`src/rtl/cmp_state_pkg.sv`:
```
package cmp_state_pkg;

  typedef enum logic [2:0] {
    ST_BOTH_LT    = 3'd0,
    ST_ULT_SGT    = 3'd1,
    ST_ULT_SGT_OV = 3'd2,
    ST_UGT_SLT    = 3'd3,
    ST_UGT_SLT_OV = 3'd4,
    ST_BOTH_GT    = 3'd5,
    ST_EQUAL      = 3'd6,
    ST_UNUSED     = 3'd7
  } cmp_state_e;

  typedef enum logic [3:0] {
    C_EQ, C_NE, C_ULT, C_UGE, C_ULE, C_UGT, C_SLT, C_SGE,
    C_SLE, C_SGT, C_OV, C_NOV, C_NEG, C_NNEG, C_ALW, C_NEV
  } cond_sel_e;

  localparam int SEL_W    = 4;
  localparam int NUM_COND = 1 << SEL_W;
  localparam int NUM_PAIR = NUM_COND / 2;

endpackage

```
`src/rtl/cmp_state_encode.sv`:
```
module cmp_state_encode
  import cmp_state_pkg::*;
#(
  parameter int W = 32
) (
  input  logic [W-1:0] op_a,
  input  logic [W-1:0] op_b,
  output cmp_state_e   st_next
);
  localparam int MSB = W - 1;

  logic [W-1:0] diff;
  logic         is_eq, u_lt, s_lt, ovf;

  always_comb begin
    diff  = op_a - op_b;
    is_eq = (op_a == op_b);
    u_lt  = (op_a < op_b);
    s_lt  = ($signed(op_a) < $signed(op_b));
    ovf   = (op_a[MSB] != op_b[MSB]) && (diff[MSB] != op_a[MSB]);
  end

  always_comb begin
    if (is_eq)              st_next = ST_EQUAL;
    else if (u_lt && s_lt)  st_next = ST_BOTH_LT;
    else if (u_lt)          st_next = ovf ? ST_ULT_SGT_OV : ST_ULT_SGT;
    else if (s_lt)          st_next = ovf ? ST_UGT_SLT_OV : ST_UGT_SLT;
    else                    st_next = ST_BOTH_GT;
  end

endmodule

```
`src/rtl/cmp_state_reg.sv`:
```
module cmp_state_reg
  import cmp_state_pkg::*;
(
  input  logic       clk,
  input  logic       rst,
  input  logic       load,
  input  cmp_state_e st_next,
  output cmp_state_e st_q
);

  always_ff @(posedge clk) begin
    if (rst)       st_q <= ST_EQUAL;
    else if (load) st_q <= st_next;
  end

  // without a strobe the state holds
  a_r2_hold: assert property (@(posedge clk) disable iff (rst)
    (!$past(rst) && !$past(load)) |-> $stable(st_q));

  // a strobe captures the encoder's verdict
  a_r2_capture: assert property (@(posedge clk) disable iff (rst)
    (!$past(rst) && $past(load)) |-> (st_q == $past(st_next)));

  // code 7 never appears
  a_r10_state_valid: assert property (@(posedge clk) disable iff (rst)
    !$past(rst) |-> (st_q != ST_UNUSED));

endmodule

```
`src/rtl/cmp_cond_eval.sv`:
```
module cmp_cond_eval
  import cmp_state_pkg::*;
(
  input  logic             clk,
  input  logic             rst,
  input  cmp_state_e       st,
  input  logic [SEL_W-1:0] sel,
  output logic             hit
);

  logic                valid;
  logic [NUM_PAIR-1:0] base;
  logic [NUM_COND-1:0] cond_vec;

  always_comb begin
    valid   = (st != ST_UNUSED);
    base[0] = (st == ST_EQUAL);
    base[1] = (st == ST_BOTH_LT) || (st == ST_ULT_SGT) || (st == ST_ULT_SGT_OV);
    base[2] = base[1] || base[0];
    base[3] = (st == ST_BOTH_LT) || (st == ST_UGT_SLT) || (st == ST_UGT_SLT_OV);
    base[4] = base[3] || base[0];
    base[5] = (st == ST_ULT_SGT_OV) || (st == ST_UGT_SLT_OV);
    base[6] = (st == ST_BOTH_LT) || (st == ST_ULT_SGT_OV) || (st == ST_UGT_SLT);
    base[7] = 1'b1;
  end

  // even code = base condition, odd code = its complement (valid states only)
  for (genvar k = 0; k < NUM_PAIR; k++) begin : g_pair
    if (k == 2 || k == 4) begin : g_swap
      // ULE/UGT and SLE/SGT: the "or-equal" form sits at the even code
      assign cond_vec[2*k]   = base[k];
      assign cond_vec[2*k+1] = valid & ~base[k];
    end else begin : g_plain
      assign cond_vec[2*k]   = base[k];
      assign cond_vec[2*k+1] = valid & ~base[k];
    end
  end

  assign hit = cond_vec[sel];

  // unsigned trichotomy
  a_r4_unsigned_one: assert property (@(posedge clk) disable iff (rst)
    valid |-> ($countones({cond_vec[C_EQ], cond_vec[C_ULT], cond_vec[C_UGT]}) == 1));

  // signed trichotomy
  a_r5_signed_one: assert property (@(posedge clk) disable iff (rst)
    valid |-> ($countones({cond_vec[C_EQ], cond_vec[C_SLT], cond_vec[C_SGT]}) == 1));

  // overflow pair complementary
  a_r6_ov_pair: assert property (@(posedge clk) disable iff (rst)
    valid |-> (cond_vec[C_OV] != cond_vec[C_NOV]));

  // an overflowing compare has sign opposite to signed ordering
  a_r7_neg_consistent: assert property (@(posedge clk) disable iff (rst)
    (valid && !cond_vec[C_EQ]) |->
      (cond_vec[C_NEG] == (cond_vec[C_SLT] ^ cond_vec[C_OV])));

  // constant conditions
  a_r8_constants: assert property (@(posedge clk) disable iff (rst)
    cond_vec[C_ALW] && !cond_vec[C_NEV]);

endmodule

```
`src/rtl/cmp_state_unit.sv`:
```
module cmp_state_unit
  import cmp_state_pkg::*;
#(
  parameter int W = 32
) (
  input  logic         clk,
  input  logic         rst,
  input  logic         cmp_valid,
  input  logic [W-1:0] op_a,
  input  logic [W-1:0] op_b,
  input  logic [3:0]   cond_sel,
  output logic         cond_true
);

  cmp_state_e st_next, st_q;

  cmp_state_encode #(.W(W)) u_enc (
    .op_a    (op_a),
    .op_b    (op_b),
    .st_next (st_next)
  );

  cmp_state_reg u_reg (
    .clk     (clk),
    .rst     (rst),
    .load    (cmp_valid),
    .st_next (st_next),
    .st_q    (st_q)
  );

  cmp_cond_eval u_eval (
    .clk (clk),
    .rst (rst),
    .st  (st_q),
    .sel (cond_sel),
    .hit (cond_true)
  );

endmodule

```
`config.mk`:
```
export PLATFORM = sky130hd
export DESIGN_NAME = cmp_state_unit
export DESIGN_NICKNAME = d
export VERILOG_FILES = /design/src/rtl/cmp_state_pkg.sv /design/src/rtl/cmp_state_encode.sv /design/src/rtl/cmp_state_reg.sv /design/src/rtl/cmp_cond_eval.sv /design/src/rtl/cmp_state_unit.sv
export SDC_FILE = /design/constraint.sdc
export NUM_CORES = 1
export LEC_CHECK = 0
export BUFFER_PORTS_ARGS = -buffer_cell sky130_fd_sc_hd__buf_2
export CAP_MARGIN = 15
export CORE_UTILIZATION = 50
export CTS_CLUSTER_DIAMETER = 150
export DETAILED_ROUTE_END_ITERATION = 16
export PLACE_DENSITY_LB_ADDON = 0.25
export SYNTH_ARGS = -nofsm -noshare
export SYNTH_HDL_FRONTEND = slang
export SYNTH_SLANG_ARGS = --single-unit
```
`constraint.sdc`:
```
create_clock -name clk -period 4.4 [get_ports clk]
set_clock_uncertainty 0.2 [all_clocks]
set_input_delay 0.88 -clock clk [delete_from_list [all_inputs] [get_ports clk]]
set_output_delay 0.88 -clock clk [all_outputs]
set_load 0.01 [all_outputs]
```
==> flow_metrics.tcl, run 1 <==
set metrics [dict create \
    overflow 0 \
    cts.reportedPaths.clkPinSlew_ns 0.04 \
    synth_cell_type_count 41 \
    netlist_instances 194 \
    final_nets 367 \
    slew_headroom_pct 58.4 \
    power.leakage_nw 1.02 \
    cts_root_buffer "clkbuf_4" \
    fin_setup_tns_ns 0 \
    synth_top_family_by_area "compound AO/OA/AOI/OAI gates" \
    cts.path.max_buffers 2 \
    cpPeakStageDelay_ns 0.25 \
    required_ns 3.32 \
    async_flop_share_pct 0 \
    cts_tree "yes" \
    grt_usage_pct 22.3 \
    first_global_vias 1338 \
    portBuffers 71 \
    ctsHoldBuffers 0 \
    synth_largest_area_cell "ha_1" \
    antenna_cells 0 \
    drt_iter0_markers 16 \
    path_cells "buf_2 -> nand2_1 -> nand2_1 -> o211ai_1 -> o21ai_0 -> o22ai_1 -> a311oi_1 -> a21oi_1 -> buf_2" \
    dp_hpwl_mm 2.62 \
    post-route-min-period_ns 3.17 \
    wl_mm 3.01 \
    synth_simple_gate_area_share_pct 18.5 \
    synth.top_cell.area_share_pct 29.5 \
    syn_nets 297 \
    synth_edf_count 0 \
    synth_area_leaders "ha_1, inv_1, a21oi_1, dfxtp_1, a21o_1" \
    cp_num_buf_inv 2 \
    hold_path_class "reg2reg" \
    num_vias 1588 \
    cp-start-kind "primary input" \
    grt_max_degree 12 \
    syn_area_per_cell_um2 7.00 \
    peakVddDrop_mv 0.146 \
    drcViolationCount 0 \
    routed-wl-met2_mm 1.41 \
    area_delta_synth_final_pct 29.2 \
    die_area_mm2 0.00293 \
    status "completed" \
    met3_length_um 149 \
    synth_common_cells "inv_1, ha_1, a21oi_1" \
    synth_ff_type "dfxtp_1" \
    htree_levels 1 \
    post_cts_buffers 0 \
    crit_arrival_ns 2.09 \
    crit_family "compound AO/OA/AOI/OAI gates" \
    power_density_mw_per_mm2 142 \
    fin_crit_sh_pct 72.1 \
    rows 18 \
    synthMuxAreaShare_pct 0.737 \
    io_pins 72 \
    syn_area_mm2 0.00136 \
    synth_xor_xnor_area_share_pct 2.58 \
    die_w_um 54.1 \
    placed_cell_area_mm2 0.00173 \
    worstSetupPathType "in2out" \
    clock_latency_ns 0.23 \
    max_freq_mhz 315 \
    top_layer "met4" \
    largest_register_ffs 3 \
    cts_inserted_buffers 3 \
    yosysSeqAreaShare_pct 4.42 \
    die_y_um 54.1 \
    yosysWarnings 0 \
    grt_pass1_wl_mm 4.93 \
    worst_slew_pin_slew_ns 0.619 \
    final-instance-count-excl-fill 293 \
    final_cell_area_mm2 0.00176 \
    place.gp.congestion 0.730 \
    wl_met1_mm 1.38 \
    drtAntennaViolNets 0 \
    wl_per_cell_um 10.3 \
    antenna_found_initial 0 \
    core_area_mm2 0.00252 \
    initial_core_util_pct 53.9 \
    dr.pass1.iters 5 \
    cp-end-kind "primary output" \
    reg.largest.list "u_reg.st_q: 3 flops" \
    setup_viol 0 \
    cts_sinks 3 \
    drive_gt1_share_pct 30.8 \
    rsz0062_at_grt "false" \
    slew_violations 0 \
    regMostFlops "u_reg.st_q" \
    crit_fanout 11 \
    cts-resized-gates 0 \
    synth_most_common_cell "inv_1" \
    drv_cap 0 \
    hold_viol_final 0 \
    synth-adder-area-share_pct 29.5 \
    synth_compound_area_share_pct 32.4 \
    critPathSlowestCell "a311oi_1" \
    vias_per_cell 5.42 \
    num-fill-cells 235 \
    synth_seq_cells 3 \
    dp.cells 289 \
]
[layout make-up]
| cell class | count | area (um2) | area share [%] |
|---|---|---|---|
| clock buffer | 4 | 26.3 | 1.50 |
| inverter | 37 | 139 | 7.91 |
| multi-input combinational | 148 | 1140 | 64.8 |
| sequential | 3 | 60.1 | 3.42 |
| tap | 30 | 37.5 | 2.14 |
| timing repair buffer | 71 | 355 | 20.2 |
[final timing paths]
kind	from	cells after the start	end	slack [ns]
setup / recovery	cond_sel[1]	9	cond_true	1.23
setup reg to reg	u_reg.st_q[1]	3	u_reg.st_q[1]	3.27
hold / removal	u_reg.st_q[0]	1	u_reg.st_q[0]	0.44
hold reg to reg	u_reg.st_q[0]	1	u_reg.st_q[0]	0.44
[layout by cell type, fill, tap and decap left out, drive strengths merged, types with 3 or more instances in the layout]
master,count
buf,71
inv,37
ha,32
a21oi,15
nand2,13
nand3,10
nor2,9
nor3,9
a21o,9
o21ai,8
clkbuf,4
a31oi,3
o22ai,3
o211ai,3
o21a,3
dfxtp,3
a211oi,3
[where the power goes]
part           internal [W]  switching [W]
clock network     0.0000341      0.0000157
registers         0.0000307     0.00000809
logic             0.0000820      0.0000786
total              0.000147       0.000102
[cells by family after synthesis]
| family | after synthesis |
|---|---|
| AO/OA/AOI/OAI | 61 |
| XOR/XNOR | 4 |
| adder cells (fa/ha/maj) | 32 |
| buffers and inverters | 43 |
| flip-flops | 3 |
| multiplexers | 1 |
| AND/OR/NAND/NOR | 50 |
[routing by layer]
metal	GRT usage, %	up-vias
met2	40.2	44
met4	9.40	0
met5	0	-
met1	25.6	691
li1	-	843
met3	3.11	10
[stage by stage]
| stage | setup WS (ns) | util [%] | power [W] | hold WS, ns |
|---|---|---|---|---|
| after floorplan | 1.23 | - | 0.000147 | 0.469 |
| after global placement | 1.08 | 68.6 | 0.000196 | 0.433 |
| after detailed placement | 1.04 | 68.6 | 0.000199 | 0.433 |
| after CTS | 1.24 | 69.6 | 0.000251 | 0.445 |
| after global routing | 1.03 | 69.6 | 0.000280 | 0.481 |
| final | 1.23 | 69.6 | 0.000249 | 0.441 |
(Power assumes the default switching activity.)
==> inputs of run 2 (changes only) <==
- CORE_UTILIZATION: 50 -> 42
- clock period: 4.4 -> 2.6 ns (I/O delays scaled with it)
==> run 2 against run 1 <==
  * Routed wire length is 15% higher
  * Critical path depth is 1 higher
  * Cell count rose by 11%
  * Clock power increased by 69%
  * Global-route usage down 1.9 points
  * Total power up 96%
  * Via count rose by 4.0%
  * Setup slack got worse by 1.2 ns
  * Largest power group unchanged
==> flow_metrics.tcl, run 2 (synthesized netlist as in run 1, its figures left out) <==
set metrics [dict create \
    status "completed" \
    cts_sinks 3 \
    cpPeakStageDelay_ns 0.52 \
    required_ns 2.52 \
    antenna_cells 0 \
    crit_fanout 4 \
    vias_per_cell 5.08 \
    die_area_mm2 0.00347 \
    grt_max_degree 12 \
    final_cell_mix "buf_2, inv_1, ha_1" \
    dp_slack_ns -0.324 \
    dp_hpwl_mm 2.75 \
    crit_arrival_ns 2.51 \
    core_area_mm2 0.00305 \
    setup_viol 0 \
    dp.cells 319 \
    largest_register_ffs 3 \
    drt_iter0_markers 32 \
    clock_latency_ns 0.24 \
    num_vias 1651 \
    reg.largest.list "u_reg.st_q: 3 flops" \
    critPathSlowestCell "or4_4" \
    htree_levels 1 \
    place.gp.congestion 0.775 \
    placed_cell_area_mm2 0.00189 \
    cts_inserted_buffers 3 \
    power.leakage_nw 1.12 \
    cts.reportedPaths.clkPinSlew_ns 0.04 \
    cts_root_buffer "clkbuf_4" \
    slew_violations 0 \
    regMostFlops "u_reg.st_q" \
    cts_tree "yes" \
    drtAntennaViolNets 0 \
    fin_crit_sh_pct 99.8 \
    setup_slack_ns 0.00520 \
    portBuffers 71 \
    worst_slew_pin_slew_ns 0.437 \
    max_freq_mhz 385 \
    slew_headroom_pct 70.6 \
    cp-start-kind "primary input" \
    initial_core_util_pct 44.5 \
    rsz0062_at_grt "true" \
    cts.path.max_buffers 2 \
    overflow 0 \
    antenna_found_initial 0 \
    final-instance-count-excl-fill 325 \
    die_w_um 58.9 \
    cp_num_buf_inv 2 \
    area_delta_synth_final_pct 54.8 \
    worstSetupPathType "in2reg" \
    cp-end-kind "register" \
    drcViolationCount 0 \
    die_y_um 58.9 \
    hold_viol_final 0 \
    peakVddDrop_mv 0.190 \
    hold_path_class "in2reg" \
    post-route-min-period_ns 2.59 \
    drv_cap 0 \
    final_cell_area_mm2 0.00210 \
    path_cells "buf_6 -> inv_4 -> ha_4 -> a211oi_2 -> nor2_1 -> o311a_1 -> o21a_1 -> or4_4 -> a2111oi_4 -> nor3_2" \
    power_density_mw_per_mm2 232 \
    io_pins 72 \
    fin_setup_tns_ns 0 \
    drive_gt1_share_pct 42.3 \
    first_global_vias 1446 \
    mostFrequentLayoutCell "buf_2" \
    wl_per_cell_um 10.7 \
    dr.pass1.iters 4 \
    final_nets 385 \
    rows 20 \
    grt_usage_pct 20.3 \
    wl_mm 3.47 \
    grt_pass1_wl_mm 5.58 \
    crit_family "compound AO/OA/AOI/OAI gates" \
]
[run 2: layer usage]
| metal | track usage (%) | vias to the layer above | part of all wire [%] |
|---|---|---|---|
| li1 | - | 873 | - |
| met1 | 24.7 | 737 | 46 |
| met2 | 36.4 | 37 | 49 |
| met3 | 2.86 | 4 | 4.0 |
| met4 | 7.14 | 0 | 1.2 |
| met5 | 0 | - | 0 |
[run 2: power by group]
| group | internal, W | switching [W] |
|---|---|---|
| registers | 0.0000519 | 0.0000138 |
| clock network | 0.0000577 | 0.0000265 |
| logic | 0.000182 | 0.000157 |
[run 2: area by class of cell]
| cell class | count | area, um2 |
|---|---|---|
| Multi-Input combinational cell | 148 | 1320 |
| Fill cell | 260 | 950 |
| Timing Repair Buffer | 89 | 497 |
| Inverter | 37 | 141 |
| Sequential cell | 3 | 60.1 |
| Tap cell | 44 | 55.1 |
| Clock buffer | 4 | 26.3 |
[run 2: repair_timing]
action | in CTS | in global routing
setup buffers | 2 | 0
gates resized for setup | 12 | 9
hold buffers | 0 | 0
pin swaps | 13 | 6
endpoints found under the setup margin | 2 | 4
[run 2: worst paths after layout]
kind,start,end,slack [ns],cells past startpoint
setup / recovery,op_b[24],u_reg.st_q[1],0.005,10
hold / removal,rst,u_reg.st_q[2],0.38,2
setup reg to reg,u_reg.st_q[1],u_reg.st_q[1],1.47,3
hold reg to reg,u_reg.st_q[0],u_reg.st_q[0],0.44,1
[run 2: through the flow]
step / total power, W / utilization (%) / hold slack [ns]
2_1_floorplan: 0.000253 / - / 0.427
3_3_place_gp: 0.000363 / 62.0 / 0.426
3_5_place_dp: 0.000368 / 62.0 / 0.437
4_1_cts: 0.000477 / 66.3 / 0.372
5_1_grt: 0.000544 / 68.9 / 0.383
6_report: 0.000489 / 68.9 / 0.379
==> inputs of run 3 (changes only) <==
- CORE_ASPECT_RATIO: unset -> 1.2
==> run 3 against run 2 <==
  * The flow now finishes with violations (setup timing)
  * Global-route usage is 0.58 points higher
  * Routed wire length is 3.5% higher
  * Cell count is 2.8% lower
  * Cell area is 0.71% lower
  * Count of clock-buffer cells in the layout stayed put
  * Non-clock buffer count is 1 lower
  * Register-to-register slack worse by 0.05 ns
  * Critical path depth is 1 lower
  * Hold slack better by 0.013 ns
  * First-iteration DRC count is 25% lower
  * Via count is 1.0% higher
==> flow_metrics.tcl, run 3 (synthesized netlist as in run 1, its figures left out) <==
set metrics [dict create \
    violations "setup timing" \
    rsz0062_at_grt "true" \
    slew_violations 0 \
    die_w_um 53.9 \
    dp_hpwl_mm 2.90 \
    timing.rr.start "u_reg.st_q[1]" \
    top_layer "met4" \
    cts_sinks 3 \
    htree_levels 1 \
    drcViolationCount 0 \
    vias_per_cell 5.28 \
    die_y_um 64.3 \
    crit_arrival_ns 2.53 \
    placed_cell_area_mm2 0.00188 \
    final_nets 384 \
    wl_mm 3.60 \
    holdCritStartpoint "rst" \
    initial_core_util_pct 44.1 \
    required_ns 2.52 \
    cts_inserted_buffers 3 \
    setup_slack_ns -0.00860 \
    max_freq_mhz 383 \
    clock_latency_ns 0.24 \
    dp.cells 310 \
    portBuffers 71 \
    drt_iter0_markers 24 \
    reg.largest.list "u_reg.st_q: 3 flops" \
    core_area_mm2 0.00308 \
    wl_per_cell_um 11.4 \
    first_global_vias 1481 \
    post-route-min-period_ns 2.61 \
    cts_root_buffer "clkbuf_4" \
    grt_usage_pct 20.9 \
    path_cells "buf_6 -> ha_4 -> a211oi_2 -> nor2_1 -> o311a_1 -> o21a_1 -> or4_4 -> a2111oi_4 -> nor3_1" \
    cp-end-kind "register" \
    crit_fanout 4 \
    setup_viol 1 \
    drv_cap 0 \
    hold_path_class "in2reg" \
    drive_gt1_share_pct 42.5 \
    power_density_mw_per_mm2 236 \
    num-fill-cells 287 \
    final-instance-count-excl-fill 316 \
    wl_met1_mm 1.47 \
    antenna_cells 0 \
    final_cell_area_mm2 0.00209 \
    critPathSlowestCell "or4_4" \
    peakVddDrop_mv 0.163 \
    routed-wl-met2_mm 1.94 \
    worstSetupStartpoint "op_a[24]" \
    rows 22 \
    regMostFlops "u_reg.st_q" \
    largest_register_ffs 3 \
    slew_headroom_pct 76.1 \
    cts.path.max_buffers 2 \
    num_vias 1668 \
    grt_pass1_wl_mm 5.62 \
    antenna_found_initial 0 \
    area_delta_synth_final_pct 53.7 \
    fin_crit_sh_pct 100 \
    met3_length_um 162 \
    drtAntennaViolNets 0 \
    whs_path_depth 2 \
    cts.reportedPaths.clkPinSlew_ns 0.04 \
    status "finished, violations left" \
    overflow 0 \
    power.leakage_nw 1.13 \
    ctsHoldBuffers 0 \
    final_cell_mix "buf_2, inv_1, ha_1" \
    cp-start-kind "primary input" \
    grt_max_degree 12 \
    reg2regPathDepth 3 \
    mostFrequentLayoutCell "buf_2" \
    place.gp.congestion 0.792 \
    worst_slew_pin_slew_ns 0.358 \
    die_area_mm2 0.00347 \
    hold_viol_final 0 \
    cpPeakStageDelay_ns 0.53 \
    worstSetupPathType "in2reg" \
    dr.pass1.iters 4 \
    holdWs_ns 0.392 \
    cts_tree "yes" \
    io_pins 72 \
]
[run 3: changes by cell type in the layout (fill, tap and decap cells not counted), sizes merged]
cell	delta
buf	-1
[run 3: critical path: cells and delay by family]
family          cells  cell delay (ns)
compound gates      4             1.01
buf+inv             1             0.10
simple gates        3             0.67
fa+ha+maj           1             0.23
[run 3: metal layers]
metal  global-route usage [%]  up-vias
li1                         -      874
met1                     24.1      746
met2                     39.0       46
met3                     1.90        2
met4                     4.93        0
met5                        0        -
[run 3: stage by stage]
step	TNS (ns)	power (W)	setup slack (ns)	utilization, %
6_report	-0.00860	0.000493	-0.00860	67.7
5_1_grt	-0.154	0.000540	-0.0948	67.7
4_1_cts	-0.000439	0.000469	-0.000439	63.4
3_5_place_dp	-1.01	0.000371	-0.370	60.9
3_3_place_gp	-0.933	0.000365	-0.335	60.9
2_1_floorplan	-0.242	0.000253	-0.0996	-
[run 3: power by group]
part           internal (W)  total [W]  switching, W
logic              0.000182   0.000341      0.000160
clock network     0.0000578  0.0000857     0.0000279
registers         0.0000519  0.0000658     0.0000138
[run 3: final timing paths]
kind / endpoint / slack [ns]
worst max-delay path: u_reg.st_q[1] / -0.009
worst min-delay path: u_reg.st_q[2] / 0.39
worst max register to register: u_reg.st_q[1] / 1.42
worst min register to register: u_reg.st_q[0] / 0.45
[run 3: area by class of cell]
type / instances / area [um2] / share of cell area, %
Multi-Input combinational cell: 148 / 1320 / 63.2
Sequential cell: 3 / 60.1 / 2.88
Tap cell: 36 / 45.0 / 2.16
Clock buffer: 4 / 26.3 / 1.26
Timing Repair Buffer: 88 / 495 / 23.7
Inverter: 37 / 141 / 6.77
[run 3: timing repair]
item	CTS	global route
pin swaps	2	10
buffers inserted	1	1
cloned	0	0
resized for setup	7	17
endpoints found under the setup margin	3	4
